`config.mk`:
```
export PLATFORM = sky130hd
export DESIGN_NAME = vlic_ctrl
export DESIGN_NICKNAME = d
export VERILOG_FILES = /design/src/rtl/vlic_pkg.sv /design/src/rtl/vlic_classify.sv /design/src/rtl/vlic_soft_cnt.sv /design/src/rtl/vlic_quiet_timer.sv /design/src/rtl/vlic_ctrl.sv
export SDC_FILE = /design/constraint.sdc
export NUM_CORES = 1
export LEC_CHECK = 0
export CAP_MARGIN = 20
export CORE_MARGIN = 2
export CORE_UTILIZATION = 60
export CTS_BUF_LIST = sky130_fd_sc_hd__clkbuf_4
export CTS_CLUSTER_SIZE = 12
export DETAILED_ROUTE_END_ITERATION = 7
export PLACE_DENSITY = 0.83
export RECOVER_POWER = 100
export SYNTH_ARGS = -nofsm -noshare
export SYNTH_HDL_FRONTEND = slang
export SYNTH_SLANG_ARGS = --single-unit
```
`constraint.sdc`:
```
create_clock -name clk -period 4 [get_ports clk]
set_input_delay 0.8 -clock clk [delete_from_list [all_inputs] [get_ports clk]]
set_output_delay 0.8 -clock clk [all_outputs]
set_load 0.01 [all_outputs]
```
`src/rtl/vlic_pkg.sv`:
```
package vlic_pkg;
    typedef enum logic [1:0] {
        VW_128  = 2'b00,
        VW_256  = 2'b01,
        VW_512  = 2'b10,
        VW_RSVD = 2'b11
    } vwidth_e;

    typedef enum logic [1:0] {
        ST_FULL = 2'd0,
        ST_MID  = 2'd1,
        ST_LOW  = 2'd2
    } lic_state_e;

    typedef struct packed {
        logic hard1;
        logic soft1;
        logic soft2;
    } demand_t;

    localparam int NUM_SOFT = 2;
endpackage

```
`src/rtl/vlic_classify.sv`:
```
module vlic_classify
    import vlic_pkg::*;
(
    input  logic       ins_valid,
    input  logic [1:0] ins_width,
    input  logic       ins_heavy,
    output demand_t    dem,
    output logic [1:0] need
);
    always_comb begin
        dem = '0;
        if (ins_valid) begin
            unique case (vwidth_e'(ins_width))
                VW_256: dem.soft1 = ins_heavy;
                VW_512: begin
                    dem.soft2 = ins_heavy;
                    dem.hard1 = !ins_heavy;
                end
                VW_128, VW_RSVD: dem = '0;
                default: dem = '0;
            endcase
        end
        if (dem.soft2)
            need = 2'd2;
        else if (dem.soft1 || dem.hard1)
            need = 2'd1;
        else
            need = 2'd0;
    end
endmodule

```
`src/rtl/vlic_soft_cnt.sv`:
```
module vlic_soft_cnt #(
    parameter int CW = 8
) (
    input  logic          clk,
    input  logic          rst_n,
    input  logic          clr,
    input  logic          inc,
    input  logic [CW-1:0] thresh,
    output logic          hit
);
    localparam int EW = CW + 1;

    logic [CW-1:0] cnt;

    assign hit = inc && (({1'b0, cnt} + EW'(1)) >= {1'b0, thresh});

    always_ff @(posedge clk or negedge rst_n) begin
        if (!rst_n)
            cnt <= '0;
        else if (clr)
            cnt <= '0;
        else if (inc && (cnt != {CW{1'b1}}))
            cnt <= cnt + CW'(1);
    end
endmodule

```
`src/rtl/vlic_quiet_timer.sv`:
```
module vlic_quiet_timer #(
    parameter int QW = 16
) (
    input  logic          clk,
    input  logic          rst_n,
    input  logic          restart,
    input  logic [QW-1:0] quiet_len,
    output logic          expire
);
    localparam int EW = QW + 1;

    logic [QW-1:0] q;

    assign expire = !restart && (({1'b0, q} + EW'(1)) >= {1'b0, quiet_len});

    always_ff @(posedge clk or negedge rst_n) begin
        if (!rst_n)
            q <= '0;
        else if (restart || expire)
            q <= '0;
        else if (q != {QW{1'b1}})
            q <= q + QW'(1);
    end
endmodule

```
`src/rtl/vlic_ctrl.sv`:
```
module vlic_ctrl
    import vlic_pkg::*;
#(
    parameter int THRESH_W   = 8,
    parameter int QUIET_W    = 16,
    parameter int THRESH_RST = 16,
    parameter int QUIET_RST  = 1024
) (
    input  logic                clk,
    input  logic                rst_n,
    input  logic                cfg_load,
    input  logic [THRESH_W-1:0] cfg_thresh,
    input  logic [QUIET_W-1:0]  cfg_quiet,
    input  logic                cfg_disable,
    input  logic                ins_valid,
    input  logic [1:0]          ins_width,
    input  logic                ins_heavy,
    output logic [1:0]          lic_level,
    output logic                lic_change
);
    logic [THRESH_W-1:0] thresh_q;
    logic [QUIET_W-1:0]  quiet_q;
    lic_state_e          state, nxt;
    logic                chg_q;
    demand_t             dem;
    logic [1:0]          need;
    logic                qualify, expire, lvl_move, soft_clr;
    logic [NUM_SOFT-1:0] hit;

    // programmable window settings
    always_ff @(posedge clk or negedge rst_n) begin
        if (!rst_n) begin
            thresh_q <= THRESH_W'(THRESH_RST);
            quiet_q  <= QUIET_W'(QUIET_RST);
        end else if (cfg_load) begin
            thresh_q <= cfg_thresh;
            quiet_q  <= cfg_quiet;
        end
    end

    vlic_classify u_cls (
        .ins_valid (ins_valid),
        .ins_width (ins_width),
        .ins_heavy (ins_heavy),
        .dem       (dem),
        .need      (need)
    );

    // an instruction keeps the current level alive when it demands at least that level
    assign qualify = (need != 2'd0) && (need >= 2'(state));

    vlic_quiet_timer #(.QW(QUIET_W)) u_quiet (
        .clk       (clk),
        .rst_n     (rst_n),
        .restart   (qualify || cfg_disable),
        .quiet_len (quiet_q),
        .expire    (expire)
    );

    assign lvl_move = (nxt != state);
    assign soft_clr = lvl_move || cfg_disable || (expire && (state == ST_FULL));

    generate
        for (genvar g = 0; g < NUM_SOFT; g++) begin : g_soft
            localparam lic_state_e TGT = lic_state_e'(2'(g + 1));
            logic match;
            assign match = (g == 0) ? dem.soft1 : dem.soft2;
            vlic_soft_cnt #(.CW(THRESH_W)) u_cnt (
                .clk    (clk),
                .rst_n  (rst_n),
                .clr    (soft_clr),
                .inc    (match && (state < TGT) && !cfg_disable),
                .thresh (thresh_q),
                .hit    (hit[g])
            );
        end
    endgenerate

    // next-state decision
    always_comb begin
        nxt = state;
        if (cfg_disable) begin
            nxt = ST_FULL;
        end else begin
            unique case (state)
                ST_FULL: begin
                    if (hit[1])
                        nxt = ST_LOW;
                    else if (hit[0] || dem.hard1)
                        nxt = ST_MID;
                end
                ST_MID: begin
                    if (hit[1])
                        nxt = ST_LOW;
                    else if (expire)
                        nxt = ST_FULL;
                end
                ST_LOW: begin
                    if (expire)
                        nxt = ST_MID;
                end
                default: nxt = ST_FULL;
            endcase
        end
    end

    // state register
    always_ff @(posedge clk or negedge rst_n) begin
        if (!rst_n) begin
            state <= ST_FULL;
            chg_q <= 1'b0;
        end else begin
            state <= nxt;
            chg_q <= lvl_move;
        end
    end

    // outputs
    always_comb begin
        lic_level  = 2'(state);
        lic_change = chg_q;
    end

    AST_DISABLE_FORCES_FULL: assert property (@(posedge clk) disable iff (!rst_n)
        cfg_disable |=> (lic_level == 2'd0));
    AST_HARD_RAISE: assert property (@(posedge clk) disable iff (!rst_n)
        (ins_valid && ins_width == 2'b10 && !ins_heavy && !cfg_disable) |=> (lic_level != 2'd0));
    AST_PASSIVE_NO_RAISE: assert property (@(posedge clk) disable iff (!rst_n)
        (ins_valid && (ins_width == 2'b00 || (ins_width == 2'b01 && !ins_heavy)) && lic_level == 2'd0)
        |=> (lic_level == 2'd0));
    AST_HEAVY_HOLDS_LOW: assert property (@(posedge clk) disable iff (!rst_n)
        (ins_valid && ins_width == 2'b10 && ins_heavy && lic_level == 2'd2 && !cfg_disable)
        |=> (lic_level == 2'd2));
    AST_STEP_DOWN_ONE: assert property (@(posedge clk) disable iff (!rst_n)
        (!$past(cfg_disable) && (lic_level < $past(lic_level)))
        |-> (($past(lic_level) - lic_level) == 2'd1));
    AST_CHANGE_PULSE: assert property (@(posedge clk) disable iff (!rst_n)
        lic_change == (lic_level != $past(lic_level)));
endmodule

```
Word level (Yosys, flattened, before mapping)

Cells that the tools add are included.

Mux-type cells: 19
Eq/ne operators: 8
Add/sub/neg operators: 6
Order comparisons: 6
Reductions and logical operators: 25

Operators with widths:

| kind                                                                         | number |
|---|---|
| 16-bit two-way mux                                                           | 2 |
| 8-bit two-way mux                                                            | 4 |
| 8-bit by 1-bit adder with 9-bit output, second input constant                | 2 |
| 9-bit by 8-bit greater-or-equal comparator with 1-bit output                 | 2 |
| 16-bit by 1-bit adder with 17-bit output, second input constant              | 1 |
| 17-bit by 16-bit greater-or-equal comparator with 1-bit output               | 1 |
| 16-bit by 1-bit adder with 16-bit output, second input constant              | 1 |
| 8-bit by 1-bit adder with 8-bit output, second input constant                | 2 |
| 16-bit != test, second input constant                                        | 1 |
| 8-bit != test, second input constant                                         | 2 |
| 2-bit two-way mux                                                            | 7 |
| 1-bit logical AND                                                            | 11 |
| 2-bit nonzero test                                                           | 4 |
| 1-bit logical OR                                                             | 6 |
| 2-bit one-hot mux with 3 select lines                                        | 1 |
| 2-bit by 1-bit == test with 1-bit output, second input constant              | 2 |
| 2-bit == test, second input constant                                         | 2 |
| 1-bit two-way mux                                                            | 4 |
| 1-bit zero test                                                              | 3 |
| 3-bit two-way mux                                                            | 1 |
| 2-bit greater-or-equal comparator                                            | 1 |
| 2-bit zero test                                                              | 1 |
| 2-bit by 1-bit less-than comparator with 1-bit output, second input constant | 1 |
| 2-bit less-than comparator, second input constant                            | 1 |
| 2-bit != test                                                                | 1 |

Bits in registers: 59
Word-level logic and storage cells: 71
Output and inout port bits: 3

Longest topological paths before layout

Depth in word-level cells: 19
Gate-level depth with buffers: 14

By module

A second synthesis with hierarchy kept.

Cells, all modules: 374
Area, all modules: 3,747.3 um^2

Modules (own cells, without submodules):

| module                          | cells an instance | instances | area each (um^2) |
|---|---|---|---|
| vlic_quiet_timer                | 131               | 1         | 1,229.9 |
| vlic_ctrl                       | 83                | 1         | 1,147.4 |
| vlic_soft_cnt (g_soft[1].u_cnt) | 77                | 1         | 663.1 |
| vlic_soft_cnt (g_soft[0].u_cnt) | 76                | 1         | 656.9 |
| vlic_classify                   | 7                 | 1         | 50.0 |

Worst setup path after synthesis

Ideal clock, no wire load.

Path type: reg2reg
Start point: reg u_quiet.q[0]
End point: reg g_soft[0].u_cnt.cnt[7]
Slack: 751 ps
Arrival time: 3,171 ps
Period minus slack after synthesis: 3,249 ps
Library setup time: 77 ps
Stages on the path, launching flop included: 14
Cells stage by stage: dfrtp_1 -> ha_1 -> nand3_2 -> or2_2 -> nor3_1 -> xor2_1 -> ha_1 -> a21o_1 -> a21o_1 -> a211oi_2 -> o22ai_2 -> buf_6 -> or4b_1 -> a21oi_1

Word-level cells in the longest chain between the ends: 11

RTL lines:

| what                                                             | RTL line               | RTL |
|---|---|---|
| start: declaration                                               | vlic_quiet_timer.sv:12 | `logic [QW-1:0] q;` |
| start signal: assignment                                         | vlic_quiet_timer.sv:22 | `q <= q + QW'(1);` |
| 16-bit by 1-bit adder with 17-bit output *                       | vlic_quiet_timer.sv:14 | `assign expire = !restart && (({1'b0, q} + EW'(1)) >= {1'b0, quiet_len});` |
| 17-bit by 16-bit greater-or-equal comparator with 1-bit output * | vlic_quiet_timer.sv:14 |  |
| 1-bit logical AND *                                              | vlic_quiet_timer.sv:14 |  |
| 2-bit two-way mux                                                | vlic_ctrl.sv:95        | `else if (expire)` |
| 2-bit two-way mux                                                | vlic_ctrl.sv:93        | `if (hit[1])` |
| 2-bit one-hot mux with 3 select lines                            | vlic_ctrl.sv:85        | `unique case (state)` |
| 2-bit two-way mux                                                | vlic_ctrl.sv:82        | `if (cfg_disable) begin` |
| 2-bit != test                                                    | vlic_ctrl.sv:60        | `assign lvl_move = (nxt != state);` |
| 1-bit logical OR                                                 | vlic_ctrl.sv:61        | `assign soft_clr = lvl_move \|\| cfg_disable \|\| (expire && (state == ST_FULL));` |
| 1-bit logical OR *                                               | vlic_ctrl.sv:61        |  |
| 8-bit two-way mux or 2-bit nonzero test (tied branches)          | n/a                    |  |
| end signal: assignment                                           | vlic_soft_cnt.sv:23    | `cnt <= cnt + CW'(1);` |
| end: declaration                                                 | vlic_soft_cnt.sv:13    | `logic [CW-1:0] cnt;` |

Every way passes the cells marked *; elsewhere a longest branch is shown, timed or not.
A chain may end at the register's enable or synchronous reset.

Worst setup path in the final report

Start point: reg u_quiet.q[0]
End point: reg g_soft[1].u_cnt.cnt[2]

Word-level cells in the longest chain between the ends: 11

RTL lines:

| what                                                             | RTL line |
|---|---|
| 16-bit by 1-bit adder with 17-bit output *                       | vlic_quiet_timer.sv:14 |
| 17-bit by 16-bit greater-or-equal comparator with 1-bit output * | vlic_quiet_timer.sv:14 |
| 1-bit logical AND *                                              | vlic_quiet_timer.sv:14 |
| 2-bit two-way mux                                                | vlic_ctrl.sv:95 |
| 2-bit two-way mux                                                | vlic_ctrl.sv:93 |
| 2-bit one-hot mux with 3 select lines                            | vlic_ctrl.sv:85 |
| 2-bit two-way mux                                                | vlic_ctrl.sv:82 |
| 2-bit != test                                                    | vlic_ctrl.sv:60 |
| 1-bit logical OR                                                 | vlic_ctrl.sv:61 |
| 1-bit logical OR *                                               | vlic_ctrl.sv:61 |
| 8-bit two-way mux or 2-bit nonzero test (tied branches)          | n/a |
| end signal: assignment                                           | vlic_soft_cnt.sv:23 |
| end: declaration                                                 | vlic_soft_cnt.sv:13 |

Marked as above.

==> flow_metrics.env <==
export IMPL_setup_tns_ns=0
export IMPL_grt_use_total_pct=24.7
export IMPL_ys_types=59
export IMPL_syn_num_nets=473
export IMPL_via_per_inst=5.88
export IMPL_die_w_um=85.3
export IMPL_synth_seq_area_share_pct=37.3
export IMPL_post_route_util_pct=69.0
export IMPL_drt_wl_total_um=8010
export IMPL_antennaDiodeCount=0
export IMPL_clock_skew_ns=0.0188
export IMPL_switching_share_pct=26.4
export IMPL_maxCapViolations=1
export IMPL_area_growth_pct=11.3
export IMPL_start_util_pct=62.0
export IMPL_pwr_share_comb_pct=13.3
export IMPL_synth_async_sr_flop_share_pct=100
export IMPL_setup_viol=0
export IMPL_final_area_mm2=0.00441
export IMPL_grt_pass1_vias=3074
export IMPL_core_area_mm2=0.00639
export IMPL_instances_no_fill=521
export IMPL_grt_max_degree=44
export IMPL_synthFlopType="dfrtp_1"
export IMPL_switchingPower_uw=327
export IMPL_row_count=29
export IMPL_hold_buffers=0
export IMPL_internal_power_uw=913
export IMPL_slew_headroom_pct=-52.4
export IMPL_regArea_mm2=0.00148
export IMPL_drt_iter0_drc=121
export IMPL_syn_cell_area_mm2=0.00396
export IMPL_grt_overflow_total=0
export IMPL_fmax_mhz=274
export IMPL_drt_pre_antenna_iters=4
export IMPL_worst_setup_path_type="reg2reg"
export IMPL_period_minus_slack_ns=3.64
export IMPL_drc=0
export IMPL_die_y_um=85.3
export IMPL_total_power_uw=1240
export IMPL_drv_slew=44
export IMPL_insertion_delay_ns=0.43
export IMPL_post_cts_resized=0
export IMPL_path_buf_inv=1
export IMPL_worst_ep_arrival_time_ns=3.91
export IMPL_p_leak_uw=0.00203
export IMPL_yosys_warnings=0
export IMPL_slowest_stage="dfrtp_1"
export IMPL_clkTransAtPathRegs_ns=0.10
export IMPL_status="finished with violations"
export IMPL_seq_power_share_pct=51.2
export IMPL_most_common_layout_cells="57 x dfrtp_1, 40 x nand2_1, 37 x ha_1"
export IMPL_postPlaceCellArea_mm2=0.00435
export IMPL_hold_class="reg2reg"
export IMPL_powerDensity_mw_per_mm2=281
export IMPL_postRouteAntennaNets=0
export IMPL_place_gp_congestion=0.835
export IMPL_routedWlPerCell_um=15.4
export IMPL_vias=3063
export IMPL_clkPwrFrac_pct=35.6
export IMPL_avgSynthCellArea_um2=9.81
export IMPL_grt_first_pass_wirelength_um=14300
export IMPL_synth_edff_count=0
export IMPL_endpoint_kind="flip-flop"
export IMPL_clockRootBuffer="clkbuf_4"
export IMPL_syn_inst=404
export IMPL_tightest_slew_ns=2.29
export IMPL_cts_buffer_depth=2
export IMPL_post_cts_buffers=0
export IMPL_hold_viol=0
export IMPL_fin_crit_sh_pct=91.1
export IMPL_worstPathRequired_ns=4.27
export IMPL_dp_final_hpwl_um=5970
export IMPL_multi_input_area_mm2=0.00223
export IMPL_numClockSinks=59
export IMPL_nFillCells=514
export IMPL_io_pins=35
export IMPL_violations="capacitance limit, slew limit"
export IMPL_die_area_mm2=0.00727
export IMPL_dp_cells=505
export IMPL_critPathTopFamily="compound AO/OA/AOI/OAI gates"
export IMPL_irDropWorstVdd_v=0.000224
export IMPL_startpoint_type="flip-flop"
export IMPL_crit_chain="ha_1, nand3_2, or2_2, nor3_1, xor2_1, ha_1, a21o_1, a21o_1, a211oi_2, o22ai_2, clkbuf_1, a2111oi_0"
export IMPL_antenna_found_initial=0
export IMPL_final_common_cell="dfrtp_1"
export IMPL_cts_tree="done"
export IMPL_final_nets=508
export IMPL_ys_ff_latch=59
export IMPL_critPathMaxStageDelay_ns=0.47
export IMPL_rsz0062_at_grt="false"
export IMPL_numCtsBuffers=9
export IMPL_worstPathMaxFanout=8
export IMPL_htree_num_levels=3
export IMPL_port_buffers=34
export IMPL_drive_above_1_share_pct=12.2
## flip-flops by register name, summed over array words and instances, names as in the netlist
name              flops
u_quiet.q            16
lic_level             2
quiet_q              16
lic_change            1
thresh_q              8
g_soft.u_cnt.cnt     16
## final cells by class
type                       instances  share of cell area (%)
multi-input combinational        303                    50.6
sequential                        59                    33.5
timing repair buffer              40                    8.34
clock buffer                      13                    2.21
inverter                          26                    2.21
tap                               77                    2.19
clock inverter                     3                   0.908
## synth_stat cells, types with 3 or more instances
| library cell | n | area, um^2 |
|---|---|---|
| a2111oi_2 | 4 | 60.1 |
| o21ba_2 | 11 | 110 |
| a21o_1 | 5 | 37.5 |
| nor2_1 | 27 | 101 |
| ha_1 | 37 | 463 |
| or4_1 | 3 | 22.5 |
| inv_1 | 26 | 97.6 |
| nand2_1 | 40 | 150 |
| xnor2_1 | 17 | 149 |
| a2111oi_4 | 3 | 82.6 |
| nand4_1 | 6 | 37.5 |
| dfrtp_1 | 57 | 1430 |
| a211oi_1 | 4 | 30.0 |
| o21ai_0 | 30 | 150 |
| a2111oi_0 | 4 | 35.0 |
| a211oi_2 | 3 | 37.5 |
| nand3_1 | 12 | 60.1 |
| nor3_1 | 8 | 40.0 |
| or2_2 | 4 | 25.0 |
| and3_1 | 6 | 37.5 |
| mux2i_1 | 3 | 30.0 |
| a21oi_1 | 11 | 55.1 |
| clkbuf_1 | 8 | 30.0 |
| buf_2 | 4 | 20.0 |
| nand2b_1 | 6 | 37.5 |
| xor2_1 | 20 | 175 |
## worst paths after layout
kind | startpoint | endpoint | slack, ns | cells after the start
max reg2reg | u_quiet.q[0] | g_soft[1].u_cnt.cnt[2] | 0.36 | 12
min reg2reg | quiet_q[10] | quiet_q[10] | 0.53 | 2
max in group asynchronous | rst_n | u_quiet.q[1] | 1.27 | 2
min in group asynchronous | rst_n | thresh_q[6] | 1.04 | 1
max | u_quiet.q[0] | g_soft[1].u_cnt.cnt[2] | 0.36 | 12
min | quiet_q[10] | quiet_q[10] | 0.53 | 2
## power groups by stage
stage	Sequential [uW]	Combinational [uW]	Clock [uW]
finish	635	165	441
global route	638	190	479
CTS	635	170	449
detailed placement	646	168	0
global placement	645	160	0
floorplan	644	94.5	0
## per-layer routing
metal  up-vias  wire (um)  track usage [%]  share of wire (%)
li1       1514          -                -                  -
met1      1491       3570             31.1                 45
met2        47       4090             42.9                 51
met3        11        259             5.16                3.2
met4         0         93             7.22                1.2
met5         -          0                0                  0
## through the flow
stage	hold WS (ns)	setup WS, ns
6_report	0.526	0.355
5_1_grt	0.561	0.0816
4_1_cts	0.531	0.356
3_5_place_dp	0.506	0.396
3_3_place_gp	0.500	0.480
2_1_floorplan	0.480	0.751
## worst min-delay path, stage by stage, from the launching register on
cell,delay (ns)
dfstp_2,0.37
inv_1,0.06
o21ai_0,0.09
## logic make-up after synthesis
group,count (synthesis),share of synthesized area [%]
simple gates,133,17.9
compound gates,91,18.8
flops,59,37.3
buf+inv,42,4.77
xor+xnor,37,8.18
fa+ha+maj,37,11.7
mux,5,1.33
Power figures use the tool's default switching activity.
